$ cat src/rtl/sdes_pkg.sv
package sdes_pkg;
    typedef enum logic [1:0] {
        S_IDLE   = 2'd0,
        S_SHIFT  = 2'd1,
        S_COMMIT = 2'd2
    } sdes_state_t;

    localparam int unsigned NUM_CH = 2;
endpackage

$ cat src/rtl/sdes_edge.sv
module sdes_edge (
    input  logic clk,
    input  logic rst,
    input  logic sclk_i,
    output logic rise_o
);
    logic sclk_q;

    always_ff @(posedge clk) begin
        if (rst) sclk_q <= 1'b1;
        else     sclk_q <= sclk_i;
    end

    assign rise_o = sclk_i & ~sclk_q;

    p_rise_single_r8: assert property (@(posedge clk) disable iff (rst)
        rise_o |=> !rise_o);
endmodule

$ cat src/rtl/sdes_shifter.sv
module sdes_shifter
    import sdes_pkg::*;
#(
    parameter int unsigned WORD_W = 16
) (
    input  logic              clk,
    input  logic              rst,
    input  logic              rise_i,
    input  logic              sdata_i,
    input  logic              strobe_n_i,
    input  logic              rdy_i,
    input  logic              port_sel_i,
    output logic [WORD_W-1:0] word_o,
    output logic              chan_o,
    output logic              commit_o
);
    localparam logic [WORD_W-1:0] MASK_FULL = '1;

    sdes_state_t      state_q, state_d;
    logic [WORD_W-1:0] mask_q;
    logic [WORD_W-1:0] sr_q;
    logic              chan_q;
    logic              start_ok;

    assign start_ok = rise_i && rdy_i && !strobe_n_i;

    always_comb begin
        state_d = state_q;
        unique case (state_q)
            S_IDLE:   if (start_ok) state_d = S_SHIFT;
            S_SHIFT:  if (rise_i && mask_q == {{(WORD_W-1){1'b0}}, 1'b1}) state_d = S_COMMIT;
            S_COMMIT: state_d = S_IDLE;
            default:  state_d = S_IDLE;
        endcase
    end

    always_ff @(posedge clk) begin
        if (rst) state_q <= S_IDLE;
        else     state_q <= state_d;
    end

    always_ff @(posedge clk) begin
        if (rst) begin
            mask_q <= '0;
            sr_q   <= '0;
            chan_q <= 1'b0;
        end else begin
            unique case (state_q)
                S_IDLE: if (start_ok) begin
                    chan_q <= port_sel_i;
                    mask_q <= MASK_FULL >> 1;
                    sr_q   <= {sdata_i, sr_q[WORD_W-1:1]};
                end
                S_SHIFT: if (rise_i) begin
                    mask_q <= mask_q >> 1;
                    sr_q   <= {sdata_i, sr_q[WORD_W-1:1]};
                end
                S_COMMIT: mask_q <= '0;
                default:  mask_q <= '0;
            endcase
        end
    end

    assign word_o   = sr_q;
    assign chan_o   = chan_q;
    assign commit_o = (state_q == S_COMMIT);

    p_start_qualified_r2: assert property (@(posedge clk) disable iff (rst)
        (state_q == S_SHIFT && $past(state_q) == S_IDLE) |-> ($past(rdy_i) && !$past(strobe_n_i)));
    p_chan_held_r4: assert property (@(posedge clk) disable iff (rst)
        (state_q != S_IDLE && $past(state_q) != S_IDLE) |-> $stable(chan_q));
    p_commit_after_shift_r5: assert property (@(posedge clk) disable iff (rst)
        (state_q == S_COMMIT) |-> ($past(state_q) == S_SHIFT && $past(rise_i)));
    p_mask_live_r5: assert property (@(posedge clk) disable iff (rst)
        (state_q == S_SHIFT) |-> (mask_q != '0));
endmodule

$ cat src/rtl/sdes_store.sv
module sdes_store
    import sdes_pkg::*;
#(
    parameter int unsigned WORD_W = 16
) (
    input  logic              clk,
    input  logic              rst,
    input  logic              commit_i,
    input  logic              chan_i,
    input  logic [WORD_W-1:0] word_i,
    output logic [WORD_W-1:0] left_o,
    output logic [WORD_W-1:0] right_o,
    output logic              left_vld_o,
    output logic              right_vld_o
);
    logic [WORD_W-1:0] hold_q [NUM_CH];
    logic [NUM_CH-1:0] vld_q;

    for (genvar ch = 0; ch < NUM_CH; ch++) begin : g_ch
        always_ff @(posedge clk) begin
            if (rst) begin
                hold_q[ch] <= '0;
                vld_q[ch]  <= 1'b0;
            end else begin
                vld_q[ch] <= commit_i && (chan_i == ch[0]);
                if (commit_i && (chan_i == ch[0])) hold_q[ch] <= word_i;
            end
        end
    end

    assign left_o      = hold_q[0];
    assign right_o     = hold_q[1];
    assign left_vld_o  = vld_q[0];
    assign right_vld_o = vld_q[1];

    p_excl_vld_r7: assert property (@(posedge clk) disable iff (rst)
        !(left_vld_o && right_vld_o));
    p_left_pulse_r7: assert property (@(posedge clk) disable iff (rst)
        left_vld_o |=> !left_vld_o);
    p_right_pulse_r7: assert property (@(posedge clk) disable iff (rst)
        right_vld_o |=> !right_vld_o);
    p_other_kept_r6: assert property (@(posedge clk) disable iff (rst)
        left_vld_o |-> $stable(right_o));
    p_only_on_vld_r6: assert property (@(posedge clk) disable iff (rst)
        (!left_vld_o && !$past(rst)) |-> $stable(left_o));
endmodule

$ cat src/rtl/stereo_ser_rx.sv
module stereo_ser_rx #(
    parameter int unsigned WORD_W = 16
) (
    input  logic              clk,
    input  logic              rst,
    input  logic              sclk_i,
    input  logic              sdata_i,
    input  logic              strobe_n_i,
    input  logic              port_sel_i,
    input  logic              rdy_i,
    output logic [WORD_W-1:0] left_o,
    output logic [WORD_W-1:0] right_o,
    output logic              left_vld_o,
    output logic              right_vld_o
);
    logic              rise;
    logic [WORD_W-1:0] word;
    logic              chan;
    logic              commit;

    sdes_edge u_edge (
        .clk    (clk),
        .rst    (rst),
        .sclk_i (sclk_i),
        .rise_o (rise)
    );

    sdes_shifter #(.WORD_W(WORD_W)) u_shift (
        .clk        (clk),
        .rst        (rst),
        .rise_i     (rise),
        .sdata_i    (sdata_i),
        .strobe_n_i (strobe_n_i),
        .rdy_i      (rdy_i),
        .port_sel_i (port_sel_i),
        .word_o     (word),
        .chan_o     (chan),
        .commit_o   (commit)
    );

    sdes_store #(.WORD_W(WORD_W)) u_store (
        .clk         (clk),
        .rst         (rst),
        .commit_i    (commit),
        .chan_i      (chan),
        .word_i      (word),
        .left_o      (left_o),
        .right_o     (right_o),
        .left_vld_o  (left_vld_o),
        .right_vld_o (right_vld_o)
    );
endmodule

$ cat config.mk
export PLATFORM = sky130hd
export DESIGN_NAME = stereo_ser_rx
export DESIGN_NICKNAME = d
export VERILOG_FILES = /design/src/rtl/sdes_pkg.sv /design/src/rtl/sdes_edge.sv /design/src/rtl/sdes_shifter.sv /design/src/rtl/sdes_store.sv /design/src/rtl/stereo_ser_rx.sv
export SDC_FILE = /design/constraint.sdc
export NUM_CORES = 1
export LEC_CHECK = 0
export BUFFER_PORTS_ARGS = -buffer_cell sky130_fd_sc_hd__buf_2
export CORE_MARGIN = 2
export CORE_UTILIZATION = 60
export DETAILED_ROUTE_END_ITERATION = 8
export GPL_ROUTABILITY_DRIVEN = 1
export PLACE_DENSITY = 0.83
export SKIP_CTS_REPAIR_TIMING = 1
export SLEW_MARGIN = 20
export SYNTH_ARGS = -nofsm -noshare
export SYNTH_HDL_FRONTEND = slang
export SYNTH_SLANG_ARGS = --single-unit
export TNS_END_PERCENT = 10
$ cat constraint.sdc
create_clock -name clk -period 3.5 [get_ports clk]
set_clock_uncertainty 0.1 [all_clocks]
set_input_delay 0.175 -clock clk [delete_from_list [all_inputs] [get_ports clk]]
set_output_delay 0.175 -clock clk [all_outputs]
set_load 0.01 [all_outputs]
* Yosys cells after proc, flatten, opt, wreduce, memory -nomap -nowiden
Memory sizes are Yosys's and may differ from the RTL's.
Cells that the tools add are included.
** Operators by class
- Eq/ne operators :: 6
- Bitwise gates (word level) :: 5
- Reductions and logical operators :: 12
- Multiplexer cells :: 19
** Operators with widths (count)
- 2-to-1 mux 16 bit :: 6
- one-hot mux 16 bit (2 select lines) :: 2
- == test 16 x 1 -> 1 bit (second input constant) :: 1
- 2-to-1 mux 1 bit :: 8
- != test 2 x 1 -> 1 bit (second input constant) :: 3
- AND reduction 2 bit :: 3
- logical AND 1 bit :: 5
- 2-to-1 mux 2 bit :: 2
- one-hot mux 2 bit (2 select lines) :: 1
- AND reduction 3 bit :: 1
- == test 2 x 1 -> 1 bit (second input constant) :: 1
- == test 2 bit (second input constant) :: 1
- zero test 2 bit :: 1
- NOT 1 bit :: 2
- OR 1 bit :: 2
- nonzero test 2 bit :: 1
- AND 1 bit :: 1
- zero test 1 bit :: 1
** Storage, ports and cells
- Memory bits (writable) :: 32
- Memories :: 1
- Word-level logic and storage cells :: 50
- Register bits after elaboration :: 38
- Output and inout port bits :: 34
** Memory list
- u_store.hold_q :: depth 2, width 16, read ports 2, clocked after memory_dff 0, write ports 2, line sdes_store.sv:16 : logic [WORD_W-1:0] hold_q [NUM_CH];

* Depth between registers and ports, before layout
Gate-level depths: netlist (run 1).
- Word-level depth :: 6
- Depth in mapped cells :: 6

* Cells and area by module
Synthesis (run 1) repeated with hierarchy kept, for this count alone.
** Second synthesis, totals
- Cells, all modules :: 206
- Area total of the unflattened synthesis :: 2592.5 µm²
** By module, submodules not included
- sdes_store :: area an instance 1288.7 µm², instances 1, sequential area each 1001.0 µm², cells an instance 93
- sdes_shifter :: area an instance 1271.2 µm², instances 1, sequential area each 680.7 µm², cells an instance 110
- sdes_edge :: area an instance 32.5 µm², instances 1, sequential area each 20.0 µm², cells an instance 3

* Least setup slack after synthesis (run 1)
Ideal clock, no wire load.
- Kind :: reg2reg
- Start :: register u_shift.state_q[0]
- End :: memory u_store.hold_q[0][0], enable pin
- Period minus slack after synthesis :: 2.291 ns
- Stages on the path, launching flop included :: 4
- Required time :: 2.989 ns
- Setup slack :: 1.209 ns
- Buffers on the path :: 0
- Arrival time :: 1.780 ns
- Setup time :: 0.411 ns
- Cell sequence :: dfxtp_1 -> inv_2 -> nand2_2 -> o21ai_0
** RTL lines
- from (decl) :: line sdes_shifter.sv:19 : sdes_state_t state_q, state_d;
- from (signal assigned) :: line sdes_shifter.sv:39 : else state_q <= state_d;
- to (decl) :: line sdes_store.sv:16

==> metrics.cfg, run 1 <==
[synth]
synth_compound_area_share_pct = 10.13
synth-simple-area-share_pct = 17.45
synthMuxAreaShare_pct = 6.542
synth_top_family_by_area = simple AND/OR/NAND/NOR gates
synth-xor-area-share_pct = 0
synth_top_area_cell = edfxtp_1
synthCells = 221
synth_cell_type_count = 30
synth_nets = 228
syn_area_um2 = 2754
ys_warn_count = 0
synthTopCellsByArea = edfxtp_1, dfxtp_1, and2_1
synth_fa_ha_area_share_pct = 0
synth_top_cell_area_share_pct = 34.89
syn_avg_cell_area_um2 = 12.46
ys_ff_latch = 69
ys_seq_area_share_pct = 61.79

[sta]
timing.fmax_mhz = 513.8
drv_slew = 0
setup-violations-final = 0
maxSlewHeadroom_pct = 53.64
post-route-min-period_ps = 1946
tightest_slew_ps = 692.1
fin_setup_tns_ps = 0
rsz0062_at_grt = false
hold_viol = 0
final.period_utilization_pct = 55.61

[floorplan]
core_area_um2 = 4384
die-area_um2 = 5148
initial_utilization_pct = 62.81
ioPinCount = 41
core.rowCount = 24
die_h_um = 71.75
dieWidth_um = 71.75

[global_route]
antenna_found_initial = 0
grt.total_usage_pct = 20.61
grt_pass1_wl_mm = 7.859
grt_pass1_vias = 1696
grt_overflow = 0
grt_start_max_net_pins = 31

[critical_path]
cp_slowest_cell = o21ai_1
r2r-end = u_store.hold_q[1][2]
worstSetupPathDepth = 4
max_stage_delay_ps = 460
rr_startpoint = u_shift.state_q[0]
rrSetupSlack_ps = 1550
crit_required_ps = 3440
crit_arrival_ps = 1890
reg2regPathDepth = 4
endpoint = u_store.hold_q[1][2]
endpoint_kind = register
worst_setup_path_start_kind = register
critPathTopFamily = buffers and inverters
cp_num_buf_inv = 2
path_cells = inv_2 > nand2_2 > o21ai_1 > buf_4
criticalPathCategory = reg -> reg
startpoint = u_shift.state_q[0]
critPathMaxFanout = 18

[routing]
drt_wl_total_mm = 4.550
via_count = 1781
dr.pass1.iters = 4
drcViolationCount = 0
ant_nets = 0
drtIter0Drc = 79
routedWlPerCell_um = 14.22
via_per_inst = 5.566

[placement]
hpwl_mm = 2.901
globalplace.congestion = 0.7736
portBuffers = 40
dpl.cell_count = 302
postPlaceCellArea_um2 = 2955

[min_path]
min_path_type = in -> reg

[power_and_ir_drop]
combPwrFrac_pct = 5.1
ir_worst_vdd_mv = 0.3658
p_clk_share_pct = 39.1
swShare_pct = 21.89
internal_power_mw = 1.218
p_switching_mw = 0.3414
pwr-share-seq_pct = 55.8
pwr_density_cell_nw_per_um2 = 493.8
p_leak_nw = 1.342
power.total_mw = 1.559

[clock_network]
clock_sinks = 69
clkLatencyLatePin_ps = 340
clkTransAtPathRegs_ps = 70
htreeDepth = 3
cts_max_path_buffers = 2
cts_tree = done
cts-buffers-inserted = 9
clockRootBuffer = clkbuf_8

[cells_and_area]
final_common_cell = buf_2
syn_to_final_growth_pct = 14.68
fin_area_um2 = 3158
antennaDiodeCount = 0
drive_above_1_share_pct = 29.48
fin_cells = 320
final_cell_mix = buf_2, dfxtp_1, and2_1, edfxtp_1, nor2_1
fin_nets = 270

[status]
outcome = finished, final reports clean

[job]
maxCapViolations = 0

[layer usage]
metal  part of all wire, %  up-vias  GRT usage, %
met5                     0        -             0
met1                    45      846         25.19
met3                   3.7       10         5.204
li1                      -      887             -
met2                    49       38         33.23
met4                   2.6        0         11.95
[registers in the layout (all words and copies together) (netlist names)]
register and flops:
u_store.hold_q 32, u_shift.word_o 16, u_shift.mask_q 15, u_shift.state_q 2, u_edge.sclk_q 1, u_shift.chan_o 1
u_store.left_vld_o 1, u_store.right_vld_o 1
[how the worst min path moves through the flow]
stage | end | slack (ps) | cells past startpoint | startpoint
floorplan | u_edge.sclk_q | 180 | 1 | sclk_i
global placement | u_edge.sclk_q | 280 | 2 | sclk_i
detailed placement | u_edge.sclk_q | 280 | 2 | sclk_i
CTS | u_edge.sclk_q | -70 | 2 | sclk_i
global route | u_shift.word_o[15] | 50 | 3 | sdata_i
finish | u_shift.word_o[15] | 30 | 3 | sdata_i
[Yosys cell counts, drive strengths merged]
| cell | number |
|---|---|
| and2 | 33 |
| inv | 5 |
| o211ai | 15 |
| or2 | 1 |
| nand4 | 13 |
| clkbuf | 7 |
| dfxtp | 37 |
| nor2 | 19 |
| o21ai | 15 |
| edfxtp | 32 |
| buf | 8 |
| mux2i | 18 |
| a31o | 2 |
| nor3 | 3 |
| nor2b | 2 |
| a211o | 1 |
| nand2 | 3 |
| nor4 | 3 |
| and4 | 1 |
| and3 | 1 |
| a21oi | 2 |
[tightest hold or removal path: stages]
cell and delay [ps]:
buf_2 80, mux2i_1 70, nor2_1 110
[metrics by stage]
stage | worst slack [ps] | util, % | hold slack (ps)
6_report | 1554 | 72.03 | 32.10
5_1_grt | 1416 | 72.03 | 52.22
4_1_cts | 1528 | 71.58 | -73.20
3_5_place_dp | 1539 | 67.41 | 282.5
3_3_place_gp | 1567 | 67.41 | 277.0
2_1_floorplan | 1209 | - | 181.6
[area by class of cell]
type	instances	area (µm²)
sequential	69	1702
fill	309	1226
multi-input combinational	132	939.7
timing repair buffer	46	250.2
clock buffer	11	131.4
tap	52	65.06
clock inverter	5	51.30
inverter	5	18.77
[kinds of logic (layout without fill, tap and decap cells)]
| group | Yosys count | in the layout |
|---|---|---|
| flip-flops | 69 | 69 |
| multiplexers | 18 | 18 |
| buffers and inverters | 20 | 67 |
| AO/OA/AOI/OAI | 35 | 35 |
| AND/OR/NAND/NOR | 79 | 79 |
[power by group through the flow]
stage | Combinational, mW | Clock [mW] | Sequential (mW)
detailed placement | 0.0778 | 0 | 0.889
global route | 0.0871 | 0.651 | 0.873
floorplan | 0.0406 | 0 | 0.898
CTS | 0.0782 | 0.619 | 0.871
finish | 0.0792 | 0.610 | 0.871
global placement | 0.0767 | 0 | 0.888
Power figures use the tool's default switching activity.
==> run 2: changes to the inputs <==
CORE_UTILIZATION = 50   (was 60)
PLACE_DENSITY = 0.74   (was 0.83)
clock period = 1.67 ns   (was 3.5 ns; I/O delays follow)
==> run 2 against run 1 <==
Against the previous run: maximum frequency rose by 30%; power increased by 130%; first-iteration DRC count down 10%; clock power rose to 2.6 times the previous value; clock-buffer cell count shrank 2; setup slack got worse by 1400 ps; core utilization decreased by 11 points; via count fell by 1.1%; die area up 19%; cell count rose by 8.4%; sequential share of layout area is 2.5 points lower; hold slack better by 69 ps.
==> metrics.cfg, run 2 (synthesis gave the netlist of run 1 again) <==
[routing]
via_per_inst = 5.078  ; -8.8%
drt_wl_total_mm = 4.400  ; -3.3%
ant_nets = 0  ; unchanged
via_count = 1762  ; -1.1%
drcViolationCount = 0  ; unchanged
dr.pass1.iters = 4  ; unchanged
drtIter0Drc = 71  ; -10%
routedWlPerCell_um = 12.68  ; -11%

[cells_and_area]
fillers = 441  ; +43%
final_cell_mix = buf_2, dfxtp_1, and2_1, edfxtp_1, nor2_1
largest_reg_flops = 32  ; unchanged
multi_input_area_um2 = 939.7  ; unchanged
seqCellArea_um2 = 1702  ; unchanged
final_common_cell = buf_2
largest_register = u_store.hold_q
drive_above_1_share_pct = 31.64  ; +2.2 points
syn_to_final_growth_pct = 20.35
fin_cells = 347  ; +8.4%
fin_nets = 278  ; +3.0%
antennaDiodeCount = 0  ; unchanged

[status]
outcome = finished, final reports clean

[min_path]
min_path_type = in -> reg
hold_depth = 4  ; +1

[power_and_ir_drop]
internal_power_mw = 2.868  ; +140%
p_clk_share_pct = 44.1  ; +5.0 points
swShare_pct = 19.90  ; -2.0 points
ir_worst_vdd_mv = 0.6579  ; +80%
power.total_mw = 3.581  ; +130%
pwr-share-seq_pct = 50.9  ; -4.9 points
combPwrFrac_pct = 4.9  ; -0.2 points
pwr_density_cell_nw_per_um2 = 1080  ; +120%
p_switching_mw = 0.7127  ; +110%
p_leak_nw = 1.412  ; +5.2%

[global_route]
grt.total_usage_pct = 15.25  ; -5.4 points
grt_overflow = 0  ; unchanged
grt_pass1_wl_mm = 7.196  ; -8.4%
grt_start_max_net_pins = 30  ; -3.2%
antenna_found_initial = 0  ; unchanged
grt_pass1_vias = 1546  ; -8.8%

[clock_network]
htreeDepth = 3  ; unchanged
clkLatencyLatePin_ps = 330  ; about the same
clkTransAtPathRegs_ps = 70  ; about the same
clockRootBuffer = clkbuf_8
clock_sinks = 69  ; unchanged
cts_max_path_buffers = 2  ; unchanged
cts_tree = done
cts-buffers-inserted = 9  ; unchanged

[critical_path]
critPathMaxFanout = 16  ; -2
criticalPathCategory = reg -> reg
worst_setup_path_start_kind = register
reg2regPathDepth = 3  ; -1
crit_required_ps = 1770  ; -1670 ps
endpoint_kind = register
crit_arrival_ps = 1600  ; -290 ps

[sta]
rsz0062_at_grt = false
final.period_utilization_pct = 89.74  ; +34 points
timing.fmax_mhz = 667.3  ; +30%
hold_viol = 0  ; unchanged
maxSlewHeadroom_pct = 54.29  ; +0.65 points
tightest_slew_ps = 682.4  ; -9.633 ps
post-route-min-period_ps = 1499  ; -447.5 ps
drv_slew = 0  ; unchanged
setup-violations-final = 0  ; unchanged

[job]
maxCapViolations = 0  ; unchanged

[floorplan]
initial_utilization_pct = 50.95  ; -12 points
core_area_um2 = 5405  ; +23%
ioPinCount = 41  ; unchanged
die_h_um = 78.22  ; +9.0%
die-area_um2 = 6118  ; +19%
dieWidth_um = 78.22  ; +9.0%
core.rowCount = 27  ; +13%

[placement]
globalplace.congestion = 0.7581  ; -2.0%
hpwl_mm = 2.828  ; -2.5%
portBuffers = 40  ; unchanged
dpl.cell_count = 328  ; +8.6%

run 2: final cells by class:
class	instances	area share, %
clock inverter	6	3.398
timing repair buffer	54	9.891
tap	72	2.718
clock buffer	9	3.737
inverter	5	0.5663
multi-input combinational	132	28.35
sequential	69	51.34
run 2: stage by stage:
stage	setup TNS, ps	worst slack, ps	hold slack (ps)	instance area [µm²]	utilization (%)
after global routing	0	43.33	141.1	3314	61.32
after global placement	0	199.5	198.1	3038	56.20
final	0	171.3	100.6	3314	61.32
after floorplan	-6030	-188.4	90.08	2754	-
after CTS	0	164.0	-160.4	3274	60.58
after detailed placement	0	187.8	197.0	3038	56.20
run 2: path summary, 6_finish.rpt:
| kind | from | endpoint | slack [ps] |
|---|---|---|---|
| worst min register to register | u_shift.mask_q[0] | u_shift.mask_q[0] | 370 |
| worst min-delay path | strobe_n_i | u_shift.state_q[0] | 100 |
| worst max register to register | u_shift.state_q[0] | u_shift.word_o[7] | 170 |
| worst max-delay path | u_shift.state_q[0] | u_shift.word_o[7] | 170 |
run 2: power groups by stage:
stage,Clock [mW],Combinational [mW],Sequential [mW]
after floorplan,0,0.0854,1.88
after global placement,0,0.170,1.86
after detailed placement,0,0.172,1.86
after CTS,1.62,0.172,1.82
after global routing,1.70,0.195,1.83
final,1.58,0.177,1.82
run 2: worst max-delay path, cell delays in order, from the launching register on:
cell and delay, ps:
dfxtp_1 360, o211ai_4 600, mux2i_1 250, nor2_1 60
run 2: metal layers:
layer | up-vias | wire (µm) | track usage, %
li1 | 891 | - | -
met1 | 824 | 1911 | 19.06
met2 | 39 | 2241 | 24.14
met3 | 8 | 194 | 5.057
met4 | 0 | 53 | 6.842
met5 | - | 0 | 0
